<file path="src/rtl/tsi_pkg.sv">
package tsi_pkg;
   localparam int ADDR_W = 4;
   localparam logic [ADDR_W-1:0] A_SOFT = 4'd0;
   localparam logic [ADDR_W-1:0] A_SSET = 4'd1;
   localparam logic [ADDR_W-1:0] A_SCLR = 4'd2;
   localparam logic [ADDR_W-1:0] A_SCMP = 4'd3;
   localparam logic [ADDR_W-1:0] A_HCMP = 4'd4;
   localparam logic [ADDR_W-1:0] A_LVL  = 4'd5;
   localparam logic [ADDR_W-1:0] A_STAT = 4'd6;
   localparam logic [ADDR_W-1:0] A_TBA  = 4'd7;
   localparam logic [ADDR_W-1:0] A_VER  = 4'd8;
   localparam logic [ADDR_W-1:0] A_TICK = 4'd9;
   localparam logic [ADDR_W-1:0] A_LAST = A_TICK;
   localparam int N_CMP = 2;
   localparam int CH_SUP = 0;
   localparam int CH_HYP = 1;
endpackage

</file>
<file path="src/rtl/tsi_tick_ctr.sv">
module tsi_tick_ctr #(
   parameter int TICK_W = 63
) (
   input  logic              clk,
   input  logic              rst_n,
   input  logic              en,
   input  logic              ld,
   input  logic [TICK_W-1:0] ld_val,
   output logic [TICK_W-1:0] cnt
);
   localparam logic [TICK_W-1:0] ONE = TICK_W'(1);

   always_ff @(posedge clk) begin
      if (!rst_n)   cnt <= '0;
      else if (ld)  cnt <= ld_val;
      else if (en)  cnt <= cnt + ONE;
   end

   // advance by one with wrap when enabled and not loaded
   a_r1_tick_advance: assert property (@(posedge clk) disable iff (!rst_n)
      (en && !ld) |=> cnt == $past(cnt) + ONE);
   a_r1_tick_hold: assert property (@(posedge clk) disable iff (!rst_n)
      (!en && !ld) |=> $stable(cnt));
endmodule

</file>
<file path="src/rtl/tsi_cmp.sv">
module tsi_cmp #(
   parameter int TICK_W = 63
) (
   input  logic              clk,
   input  logic              rst_n,
   input  logic              wr,
   input  logic [TICK_W:0]   wdata,
   input  logic [TICK_W-1:0] tick,
   output logic [TICK_W:0]   cmp_q,
   output logic              hit
);
   localparam logic [TICK_W:0] RST_VAL = {1'b1, {TICK_W{1'b0}}};

   always_ff @(posedge clk) begin
      if (!rst_n)  cmp_q <= RST_VAL;
      else if (wr) cmp_q <= wdata;
   end

   always_comb hit = !cmp_q[TICK_W] && (cmp_q[TICK_W-1:0] == tick);

   // a write lands in the compare register whole
   a_r2_cmp_load: assert property (@(posedge clk) disable iff (!rst_n)
      wr |=> cmp_q == $past(wdata));
endmodule

</file>
<file path="src/rtl/tsi_softint.sv">
module tsi_softint #(
   parameter int SOFT_W  = 17,
   parameter int TMR_BIT = 16,
   parameter int LVL_W   = 4,
   parameter int TMR_LVL = 14
) (
   input  logic              clk,
   input  logic              rst_n,
   input  logic              wr_direct,
   input  logic              wr_set,
   input  logic              wr_clr,
   input  logic [SOFT_W-1:0] wdata,
   input  logic              hw_set,
   input  logic [LVL_W-1:0]  lvl,
   input  logic              ie,
   output logic [SOFT_W-1:0] soft_q,
   output logic              pend
);
   localparam int N_LVL = 1 << LVL_W;

   logic [SOFT_W-1:0] soft_d;
   logic [SOFT_W-1:0] above;

   always_comb begin
      soft_d = soft_q;
      if (wr_direct)   soft_d = wdata;
      else if (wr_set) soft_d = soft_q | wdata;
      else if (wr_clr) soft_d = soft_q & ~wdata;
      if (hw_set)      soft_d[TMR_BIT] = 1'b1;
   end

   always_ff @(posedge clk) begin
      if (!rst_n) soft_q <= '0;
      else        soft_q <= soft_d;
   end

   assign above[0] = 1'b0;
   for (genvar i = 1; i < SOFT_W; i++) begin : g_lvl
      if (i == TMR_BIT) begin : g_tmr
         localparam logic [LVL_W-1:0] LV = LVL_W'(TMR_LVL);
         assign above[i] = soft_q[i] && (LV > lvl);
      end else if (i < N_LVL) begin : g_sw
         localparam logic [LVL_W-1:0] LV = LVL_W'(i);
         assign above[i] = soft_q[i] && (LV > lvl);
      end else begin : g_none
         assign above[i] = 1'b0;
      end
   end

   always_comb pend = ie && (|above);

   // a timer match beats any software update of the same bit
   a_r6_match_wins: assert property (@(posedge clk) disable iff (!rst_n)
      hw_set |=> soft_q[TMR_BIT]);
   // set alias only adds bits
   a_r5_set_or: assert property (@(posedge clk) disable iff (!rst_n)
      (wr_set && !wr_direct) |=> (soft_q & $past(wdata)) == $past(wdata));
   // clear alias removes the selected bits
   a_r5_clr_andn: assert property (@(posedge clk) disable iff (!rst_n)
      (wr_clr && !wr_direct && !wr_set && !hw_set) |=> (soft_q & $past(wdata)) == '0);
endmodule

</file>
<file path="src/rtl/tsi_unit.sv">
module tsi_unit
   import tsi_pkg::*;
#(
   parameter int DATA_W  = 64,
   parameter int TICK_W  = 63,
   parameter int SOFT_W  = 17,
   parameter int TMR_BIT = 16,
   parameter int LVL_W   = 4,
   parameter int TMR_LVL = 14,
   parameter int TBA_LOW = 15,
   parameter int NWIN    = 8,
   parameter int MAX_TL  = 6,
   parameter int MAX_GL  = 3
) (
   input  logic              clk,
   input  logic              rst_n,
   input  logic              tick_en,
   input  logic [3:0]        reg_addr,
   input  logic              reg_wr,
   input  logic              reg_rd,
   input  logic [DATA_W-1:0] reg_wdata,
   output logic [DATA_W-1:0] reg_rdata,
   output logic              irq_pending,
   output logic              hyp_timer_irq,
   output logic              recheck,
   output logic              acc_err
);
   localparam int CMP_W = TICK_W + 1;
   localparam logic [DATA_W-1:0] TBA_MASK = ~((DATA_W'(1) << TBA_LOW) - DATA_W'(1));
   localparam logic [DATA_W-1:0] VER_VAL =
      DATA_W'({8'(MAX_GL), 8'(MAX_TL), 8'(NWIN)});

   if (DATA_W < CMP_W) begin : g_chk_w
      $error("DATA_W must hold a full compare register");
   end
   if (DATA_W < 24) begin : g_chk_v
      $error("DATA_W must hold the version fields");
   end
   if (TMR_BIT >= SOFT_W || TMR_BIT < 1) begin : g_chk_t
      $error("TMR_BIT must lie inside the pending register");
   end
   if (TMR_LVL >= (1 << LVL_W)) begin : g_chk_l
      $error("TMR_LVL must fit LVL_W");
   end
   if (TBA_LOW < 1 || TBA_LOW >= DATA_W) begin : g_chk_b
      $error("TBA_LOW out of range");
   end

   // decode
   logic impl, w_soft, w_sset, w_sclr, w_lvl, w_stat, w_tba, w_tick, w_ver;
   logic [N_CMP-1:0] w_cmp;
   always_comb begin
      impl   = (reg_addr <= A_LAST);
      w_soft = reg_wr && (reg_addr == A_SOFT);
      w_sset = reg_wr && (reg_addr == A_SSET);
      w_sclr = reg_wr && (reg_addr == A_SCLR);
      w_lvl  = reg_wr && (reg_addr == A_LVL);
      w_stat = reg_wr && (reg_addr == A_STAT);
      w_tba  = reg_wr && (reg_addr == A_TBA);
      w_tick = reg_wr && (reg_addr == A_TICK);
      w_ver  = reg_wr && (reg_addr == A_VER);
      w_cmp[CH_SUP] = reg_wr && (reg_addr == A_SCMP);
      w_cmp[CH_HYP] = reg_wr && (reg_addr == A_HCMP);
   end

   // counter
   logic [TICK_W-1:0] tick;
   tsi_tick_ctr #(.TICK_W(TICK_W)) u_tick (
      .clk(clk), .rst_n(rst_n), .en(tick_en), .ld(w_tick),
      .ld_val(reg_wdata[TICK_W-1:0]), .cnt(tick));

   // compare channels
   logic [CMP_W-1:0] cmp_q [N_CMP];
   logic [N_CMP-1:0] hit;
   for (genvar c = 0; c < N_CMP; c++) begin : g_cmp
      tsi_cmp #(.TICK_W(TICK_W)) u_cmp (
         .clk(clk), .rst_n(rst_n), .wr(w_cmp[c]),
         .wdata(reg_wdata[CMP_W-1:0]), .tick(tick),
         .cmp_q(cmp_q[c]), .hit(hit[c]));
   end

   // control registers
   logic [LVL_W-1:0]  lvl_q;
   logic              ie_q;
   logic [DATA_W-1:0] tba_q;
   logic              rck_d, err_d;

   always_comb begin
      rck_d = w_soft || w_sset || w_sclr || (|hit)
            || (w_lvl && (reg_wdata[LVL_W-1:0] < lvl_q))
            || (w_stat && reg_wdata[0] && !ie_q);
      err_d = ((reg_wr || reg_rd) && !impl) || w_ver;
   end

   always_ff @(posedge clk) begin
      if (!rst_n) begin
         lvl_q         <= '0;
         ie_q          <= 1'b0;
         tba_q         <= '0;
         hyp_timer_irq <= 1'b0;
         recheck       <= 1'b0;
         acc_err       <= 1'b0;
      end else begin
         if (w_lvl)  lvl_q <= reg_wdata[LVL_W-1:0];
         if (w_stat) ie_q  <= reg_wdata[0];
         if (w_tba)  tba_q <= reg_wdata & TBA_MASK;
         if (hit[CH_HYP])      hyp_timer_irq <= 1'b1;
         else if (w_cmp[CH_HYP]) hyp_timer_irq <= 1'b0;
         recheck <= rck_d;
         acc_err <= err_d;
      end
   end

   // pending register
   logic [SOFT_W-1:0] soft_q;
   tsi_softint #(.SOFT_W(SOFT_W), .TMR_BIT(TMR_BIT), .LVL_W(LVL_W), .TMR_LVL(TMR_LVL)) u_soft (
      .clk(clk), .rst_n(rst_n), .wr_direct(w_soft), .wr_set(w_sset),
      .wr_clr(w_sclr), .wdata(reg_wdata[SOFT_W-1:0]), .hw_set(hit[CH_SUP]),
      .lvl(lvl_q), .ie(ie_q), .soft_q(soft_q), .pend(irq_pending));

   // read mux
   always_comb begin
      reg_rdata = '0;
      case (reg_addr)
         A_SOFT, A_SSET, A_SCLR: reg_rdata[SOFT_W-1:0] = soft_q;
         A_SCMP: reg_rdata[CMP_W-1:0] = cmp_q[CH_SUP];
         A_HCMP: reg_rdata[CMP_W-1:0] = cmp_q[CH_HYP];
         A_LVL:  reg_rdata[LVL_W-1:0] = lvl_q;
         A_STAT: reg_rdata[0]         = ie_q;
         A_TBA:  reg_rdata            = tba_q & TBA_MASK;
         A_VER:  reg_rdata            = VER_VAL;
         A_TICK: reg_rdata[TICK_W-1:0] = tick;
         default: reg_rdata = '0;
      endcase
   end

   // a disabled supervisor compare cannot disturb the timer bit
   a_r3_disabled_quiet: assert property (@(posedge clk) disable iff (!rst_n)
      (cmp_q[CH_SUP][TICK_W] && !w_soft && !w_sset && !w_sclr)
      |=> soft_q[TMR_BIT] == $past(soft_q[TMR_BIT]));
   // hypervisor request is sticky until its compare is rewritten
   a_r4_hyp_sticky: assert property (@(posedge clk) disable iff (!rst_n)
      (hyp_timer_irq && !w_cmp[CH_HYP]) |=> hyp_timer_irq);
   // a lowered level always requests re-evaluation
   a_r7_lower_lvl: assert property (@(posedge clk) disable iff (!rst_n)
      (w_lvl && (reg_wdata[LVL_W-1:0] < lvl_q)) |=> recheck);
   // trap base low bits never hold ones
   a_r8_tba_low: assert property (@(posedge clk) disable iff (!rst_n)
      tba_q[TBA_LOW-1:0] == '0);
   // version writes are flagged
   a_r9_ver_flag: assert property (@(posedge clk) disable iff (!rst_n)
      w_ver |=> acc_err);
   // holes read as zero
   a_r10_hole_zero: assert property (@(posedge clk) disable iff (!rst_n)
      (reg_addr > A_LAST) |-> reg_rdata == '0);
endmodule

</file>
<file path="config.mk">
export PLATFORM = sky130hd
export DESIGN_NAME = tsi_unit
export DESIGN_NICKNAME = d
export VERILOG_FILES = /design/src/rtl/tsi_pkg.sv /design/src/rtl/tsi_tick_ctr.sv /design/src/rtl/tsi_cmp.sv /design/src/rtl/tsi_softint.sv /design/src/rtl/tsi_unit.sv
export SDC_FILE = /design/constraint.sdc
export NUM_CORES = 1
export LEC_CHECK = 0
export ABC_AREA = 1
export BUFFER_PORTS_ARGS = -buffer_cell sky130_fd_sc_hd__buf_2
export CAP_MARGIN = 15
export CORE_MARGIN = 2
export CORE_UTILIZATION = 50
export CTS_BUF_LIST = sky130_fd_sc_hd__clkbuf_16
export DETAILED_ROUTE_END_ITERATION = 6
export PLACE_DENSITY_LB_ADDON = 0.12
export SETUP_SLACK_MARGIN = 0.15
export SYNTH_ARGS = -nofsm -noshare
export SYNTH_HDL_FRONTEND = slang
export SYNTH_HIERARCHICAL = 1
export SYNTH_SLANG_ARGS = --single-unit
export TNS_END_PERCENT = 20
</file>
<file path="constraint.sdc">
create_clock -name clk -period 2.74 [get_ports clk]
set_clock_uncertainty 0.2 [all_clocks]
set_input_delay 0.685 -clock clk [delete_from_list [all_inputs] [get_ports clk]]
set_output_delay 0.685 -clock clk [all_outputs]
set_load 0.01 [all_outputs]
</file>
Word-level counts from Yosys, hierarchy flattened. Index checks and enable logic that the tools add are counted.

Add/sub/neg operators: 1. Multipliers: 0. Divide/modulo/power cells: 0. Order comparisons: 17. Equality and inequality tests: 11. Shift-type cells: 0. Muxes and demuxes: 13. Bitwise operators: 3. Reductions and logical operators: 52.

Operators by type and width (count): $pmux 46 s5 (1); $eq 63x63->1 (2); $mux 63 (2); $pmux 13 s6 (1); $add 63x1->63 const B (1); $mux 17 (3); $logic_and 1x1->1 (33); $gt 4x4->1 const A (8); $pmux 3 s6 (1); $and 17x17->17 (1); $not 17->17 (1); $or 17x17->17 (1); $eq 4x3->1 const B (4); $gt 3x4->1 const A (4); $reduce_or 16->1 (1); $eq 4x2->1 const B (2); $eq 4x4->1 const B (2); $gt 2x4->1 const A (2); $logic_or 1x1->1 (7); $pmux 1 s6 (1); $eq 4x1->1 const B (1); $gt 1x4->1 const A (1); $le 4x4->1 const B (1); $logic_not 1->1 (4); 9 further kinds (12).

Register bits: 265. Latch bits: 0. Memory bits (writable): 0. Memory bits (read-only): 0. Output and inout bits: 68. Memories kept: 0.

Logic depth before layout (Yosys ltp).
Depth in word-level cells: 7. Depth in mapped cells: 16. Mapped depth without buffers: 16.

Modules after synthesis. Netlist, hierarchy kept.

By module, submodules not included: tsi_cmp (instances 2, cells each 540, area an instance 3329.4 um^2, seq. area each 1281.2 um^2); tsi_tick_ctr (instances 1, cells each 726, area an instance 4465.5 um^2, seq. area each 1261.2 um^2); tsi_unit (instances 1, cells each 612, area an instance 3841.2 um^2, seq. area each 1141.1 um^2); tsi_softint (instances 1, cells each 139, area an instance 962.2 um^2, seq. area each 340.3 um^2).

Worst setup path before layout. Ideal clock, no wire load.

Path kind: in2out. Start: input reg_addr[1]. End: output reg_rdata[19]. Arrival time: 1.518 ns. Data required time: 1.855 ns. Path slack: 0.337 ns. Stages: 6. Path through: nand2_1 > inv_2 > nand2_2 > buf_6 > buf_6 > o2111ai_1.

Longest elaborated chain between the ends: 2. Elaborated cells on any way between the ends: 6. Those cells by class: eq/ne: 5; mux: 1.

RTL lines: from (decl) (line tsi_unit.sv:18) `input logic [3:0] reg_addr,`; $eq 4x4->1, or another cell as far along (line tsi_unit.sv:124) `case (reg_addr)`; $pmux 46 s5 * (line tsi_unit.sv:124); to (decl) (line tsi_unit.sv:22) `output logic [DATA_W-1:0] reg_rdata,`.

Mark *: on every way between the ends. The rest lies on a longest branch, timed or not.

Final worst setup path.
Start: input reg_addr[3]. End: output reg_rdata[49].

Same word-level chain as after synthesis.

==> results.sh <==
export IMPL_result_of_the_run="complete, but fails checks"
export IMPL_violations_in_the_final_reports="negative setup slack"
export IMPL_number_of_global_route_vias_before_repair=16000
export IMPL_synthesis_area_per_instance_um2=6.23
export IMPL_total_leakage_power_nw=7.84
export IMPL_r2r_start="u_tick/cnt[24]$_SDFFE_PN0P_"
export IMPL_synth_distinct_cells=45
export IMPL_worstHoldPathType="input port to flop"
export IMPL_mappedNetlistNets=2634
export IMPL_clk_transition_reported_paths_ns=0.07
export IMPL_postLayoutSetupSlackWorst_ns=-0.0230
export IMPL_overflow=0
export IMPL_detail_route_first_pass_iterations=6
export IMPL_totalNegativeSetupSlack_ns=-0.0230
export IMPL_maximum_fanout_encountered_on_the_critical_timing_path=8
export IMPL_hold_path_startpoint="reg_wdata[63]"
export IMPL_first_iter_violations=1600
export IMPL_holdWs_ns=0.140
export IMPL_worstSetupStartpoint="reg_addr[3]"
export IMPL_critPathRequiredTime_ns=1.86
export IMPL_grt_first_pass_wirelength_mm=88.1
export IMPL_fill_cells=2964
export IMPL_die_area_um2=33300
export IMPL_path_class="input port to primary output"
export IMPL_worst_pin_slew_ns=0.617
export IMPL_clock_tree_root_cell="sky130_fd_sc_hd__clkbuf_16"
export IMPL_critical_path_endpoint_type="primary output"
export IMPL_multiInputGateArea_um2=9190
export IMPL_max_cap_viol_count=0
export IMPL_final_min_clock_period_ns=2.76
export IMPL_report_final_hold_viol_count=0
export IMPL_clock_tree_htree_level_count=1
export IMPL_period_share=1.01
export IMPL_path_cells="buf_12 -> inv_8 -> nand2_8 -> nor2_4 -> buf_12 -> buf_12 -> buf_12 -> buf_16 -> nand2_2 -> o2111ai_2 -> buf_2"
export IMPL_global_route_usage_total=0.336
export IMPL_timing_final_setup_violations=1
export IMPL_nets=2782
export IMPL_design_portCount=141
export IMPL_start_util=0.506
export IMPL_place_port_buffers=140
export IMPL_cts_made_buffers=30
export IMPL_post_detailed_route_drc_marker_count=0
export IMPL_detail_route_wirelength_mm=57.5
export IMPL_unrepaired_setup_endpoints_after_global_routing="yes"
export IMPL_clk_insertion_delay_late_ns=0.59
export IMPL_number_of_antenna_violations_at_the_first_check_in_global_routing=1
export IMPL_routabilityCongestion=0.958
export IMPL_pin_count_of_the_biggest_net_entering_global_routing=113
export IMPL_route_antenna_remaining_nets=0
export IMPL_clock_fmax_mhz=362
export IMPL_critPathMostFrequentCell="sky130_fd_sc_hd__buf_12"
export IMPL_pwr_density_cell_nw_per_um2=474
export IMPL_proportion_of_layout_cells_with_a_drive_suffix_above_1=0.161
export IMPL_vias=17400
export IMPL_layout_cells_most_common_list="sky130_fd_sc_hd__nand2_1, sky130_fd_sc_hd__inv_1, sky130_fd_sc_hd__dfxtp_1"
export IMPL_core_area_um2=31500
export IMPL_dp_worst_setup_slack_ns=-0.0658
export IMPL_chipHeight_um=182
export IMPL_cts_tree="done"
export IMPL_timing_critical_path_slowest_stage_cell="sky130_fd_sc_hd__buf_2"
export IMPL_synth_ff_latch_count=265
export IMPL_areaGrowthSynthToFinish_pct=22.6
export IMPL_detail_route_wl_per_cell_um=18.4
export IMPL_post_drt_via_cell_ratio=5.55
export IMPL_slew_headroom=0.588
export IMPL_irDropWorstVdd_uv=478
export IMPL_critPathBufInv=7
export IMPL_synthesis_area_um2=15900
export IMPL_syn_instance_count=2557
export IMPL_yosysSeqAreaShare=0.333
export IMPL_gate_family_responsible_for_the_most_delay_along_the_worst_path="buffers and inverters"
export IMPL_numClockSinks=265
export IMPL_ctsLongestPathBuffers=3
export IMPL_synth_yosys_warnings=6
export IMPL_ff_latch_area_um2=5320
export IMPL_layout_commonest_cell="sky130_fd_sc_hd__nand2_1"
export IMPL_placementRows=65
export IMPL_crit_arrival_ns=1.88
export IMPL_hpwlAfterDp_mm=37.2
export IMPL_cp_start_kind="input port"
export IMPL_crit_path_max_incr_delay_ns=0.17
export IMPL_number_of_max_slew_violations_in_the_final_report=0
export IMPL_cts_hold_buf=0
export IMPL_die_x_um=182
[layer usage]
metal  global-route usage  vias to the layer above  wire, µm
met5                    0                        -         0
met2                0.561                      667     26500
met4                0.104                        0      1680
met1                0.449                     8088     25200
met3               0.0489                      105      4130
li1                     -                     8500         -
[tightest hold or removal path: stages]
cell,delay (ns)
sky130_fd_sc_hd__buf_2,0.10
sky130_fd_sc_hd__nand2_1,0.05
sky130_fd_sc_hd__nand3_1,0.07
[area by class of cell]
type | instances | share of cell area
Multi-Input combinational cell | 1822 | 0.471
Clock buffer | 30 | 0.0385
Timing Repair Buffer | 228 | 0.108
Tap cell | 402 | 0.0258
Antenna cell | 1 | 0.000128
Clock inverter | 24 | 0.0140
Inverter | 358 | 0.0697
Sequential cell | 265 | 0.273
[kinds of logic (layout without fill, tap and decap cells)]
kind of cell	Yosys count	after routing	share of synthesized area
AO/OA/AOI/OAI	568	568	0.207
buffers and inverters	470	640	0.119
XOR/XNOR	65	65	0.0357
other	0	1	0
AND/OR/NAND/NOR	1185	1185	0.301
adder cells (fa/ha/maj)	4	4	0.00314
flip-flops	265	265	0.333
[what timing repair did]
action | 4_1_cts | 5_1_grt
pin swaps | 18 | 29
resized for setup | 77 | 100
gates cloned | 15 | 2
setup endpoints to repair | 65 | 67
buffers inserted | 25 | 5
[power by group]
| group | leakage [nW] | switching, mW | internal, mW | total, mW |
|---|---|---|---|---|
| combinational | 5.17 | 0.622 | 0.346 | 0.968 |
| clock | 0.525 | 1.72 | 2.54 | 4.26 |
| sequential | 2.15 | 0.0941 | 3.93 | 4.03 |
| total | 7.84 | 2.44 | 6.82 | 9.26 |
[synthesized netlist by cell type]
cell	n	area (µm²)
sky130_fd_sc_hd__a21o_1	1	7.51
sky130_fd_sc_hd__a21oi_1	212	1060
sky130_fd_sc_hd__a21oi_2	10	87.6
sky130_fd_sc_hd__a22oi_1	46	345
sky130_fd_sc_hd__a31oi_1	11	68.8
sky130_fd_sc_hd__buf_1	4	15.0
sky130_fd_sc_hd__buf_2	35	175
sky130_fd_sc_hd__buf_4	8	60.1
sky130_fd_sc_hd__buf_6	6	67.6
sky130_fd_sc_hd__buf_8	1	15.0
sky130_fd_sc_hd__clkbuf_1	52	195
sky130_fd_sc_hd__clkbuf_2	6	30.0
sky130_fd_sc_hd__clkinv_1	2	7.51
sky130_fd_sc_hd__dfxtp_1	265	5310
sky130_fd_sc_hd__ha_1	4	50.1
sky130_fd_sc_hd__inv_1	350	1310
sky130_fd_sc_hd__inv_2	6	22.5
sky130_fd_sc_hd__nand2_1	784	2940
sky130_fd_sc_hd__nand2_2	6	37.5
sky130_fd_sc_hd__nand2_4	3	33.8
sky130_fd_sc_hd__nand3_1	79	395
sky130_fd_sc_hd__nand3_2	1	10.0
sky130_fd_sc_hd__nand3_4	1	17.5
sky130_fd_sc_hd__nand3b_1	3	22.5
sky130_fd_sc_hd__nand4_1	33	206
sky130_fd_sc_hd__nor2_1	252	946
sky130_fd_sc_hd__nor2_2	8	50.1
sky130_fd_sc_hd__nor2_4	7	78.8
sky130_fd_sc_hd__nor3_1	2	10.0
sky130_fd_sc_hd__nor3_4	1	16.3
sky130_fd_sc_hd__o2111ai_1	43	377
sky130_fd_sc_hd__o2111ai_2	3	45.0
sky130_fd_sc_hd__o211ai_1	2	15.0
sky130_fd_sc_hd__o21a_1	1	7.51
sky130_fd_sc_hd__o21ai_0	206	1030
sky130_fd_sc_hd__o21ai_1	4	20.0
sky130_fd_sc_hd__o21ai_2	10	87.6
sky130_fd_sc_hd__o21bai_1	15	113
sky130_fd_sc_hd__o21bai_2	2	22.5
sky130_fd_sc_hd__o221ai_1	1	8.76
sky130_fd_sc_hd__o22ai_1	1	6.26
sky130_fd_sc_hd__or2_1	1	6.26
sky130_fd_sc_hd__or2_2	4	25.0
sky130_fd_sc_hd__xnor2_1	56	490
sky130_fd_sc_hd__xor2_1	9	78.8
[final timing paths]
check	end	slack [ns]	depth (start not counted)
worst max-delay path	reg_rdata[49]	-0.02	11
worst min-delay path	g_cmp[1].u_cmp/cmp_q[63]$_SDFFE_PN1P_	0.14	3
worst max register to register	recheck$_SDFF_PN0_	0.27	13
worst min register to register	tba_q[43]$_SDFFE_PN0P_	0.25	2
[flip-flops by register name (all words and copies together) (netlist names), named ones only]
| signal | count |
|---|---|
| acc_err | 1 |
| g_cmp.u_cmp/cmp_q | 128 |
| hyp_timer_irq | 1 |
| ie_q | 1 |
| lvl_q | 4 |
| recheck | 1 |
| tba_q | 49 |
| u_soft/soft_q | 1 |
| u_tick/cnt | 63 |
[per-stage QoR]
step	util	cells	power, mW	area (µm²)
5_1_grt	0.620	3129	9.53	19500
6_report	0.620	3130	9.26	19500
3_3_place_gp	0.543	3028	4.91	17100
2_1_floorplan	-	2557	4.56	15900
3_5_place_dp	0.543	3028	4.92	17100
4_1_cts	0.606	3122	9.25	19100
No activity file was read; power rests on OpenSTA's default activity.
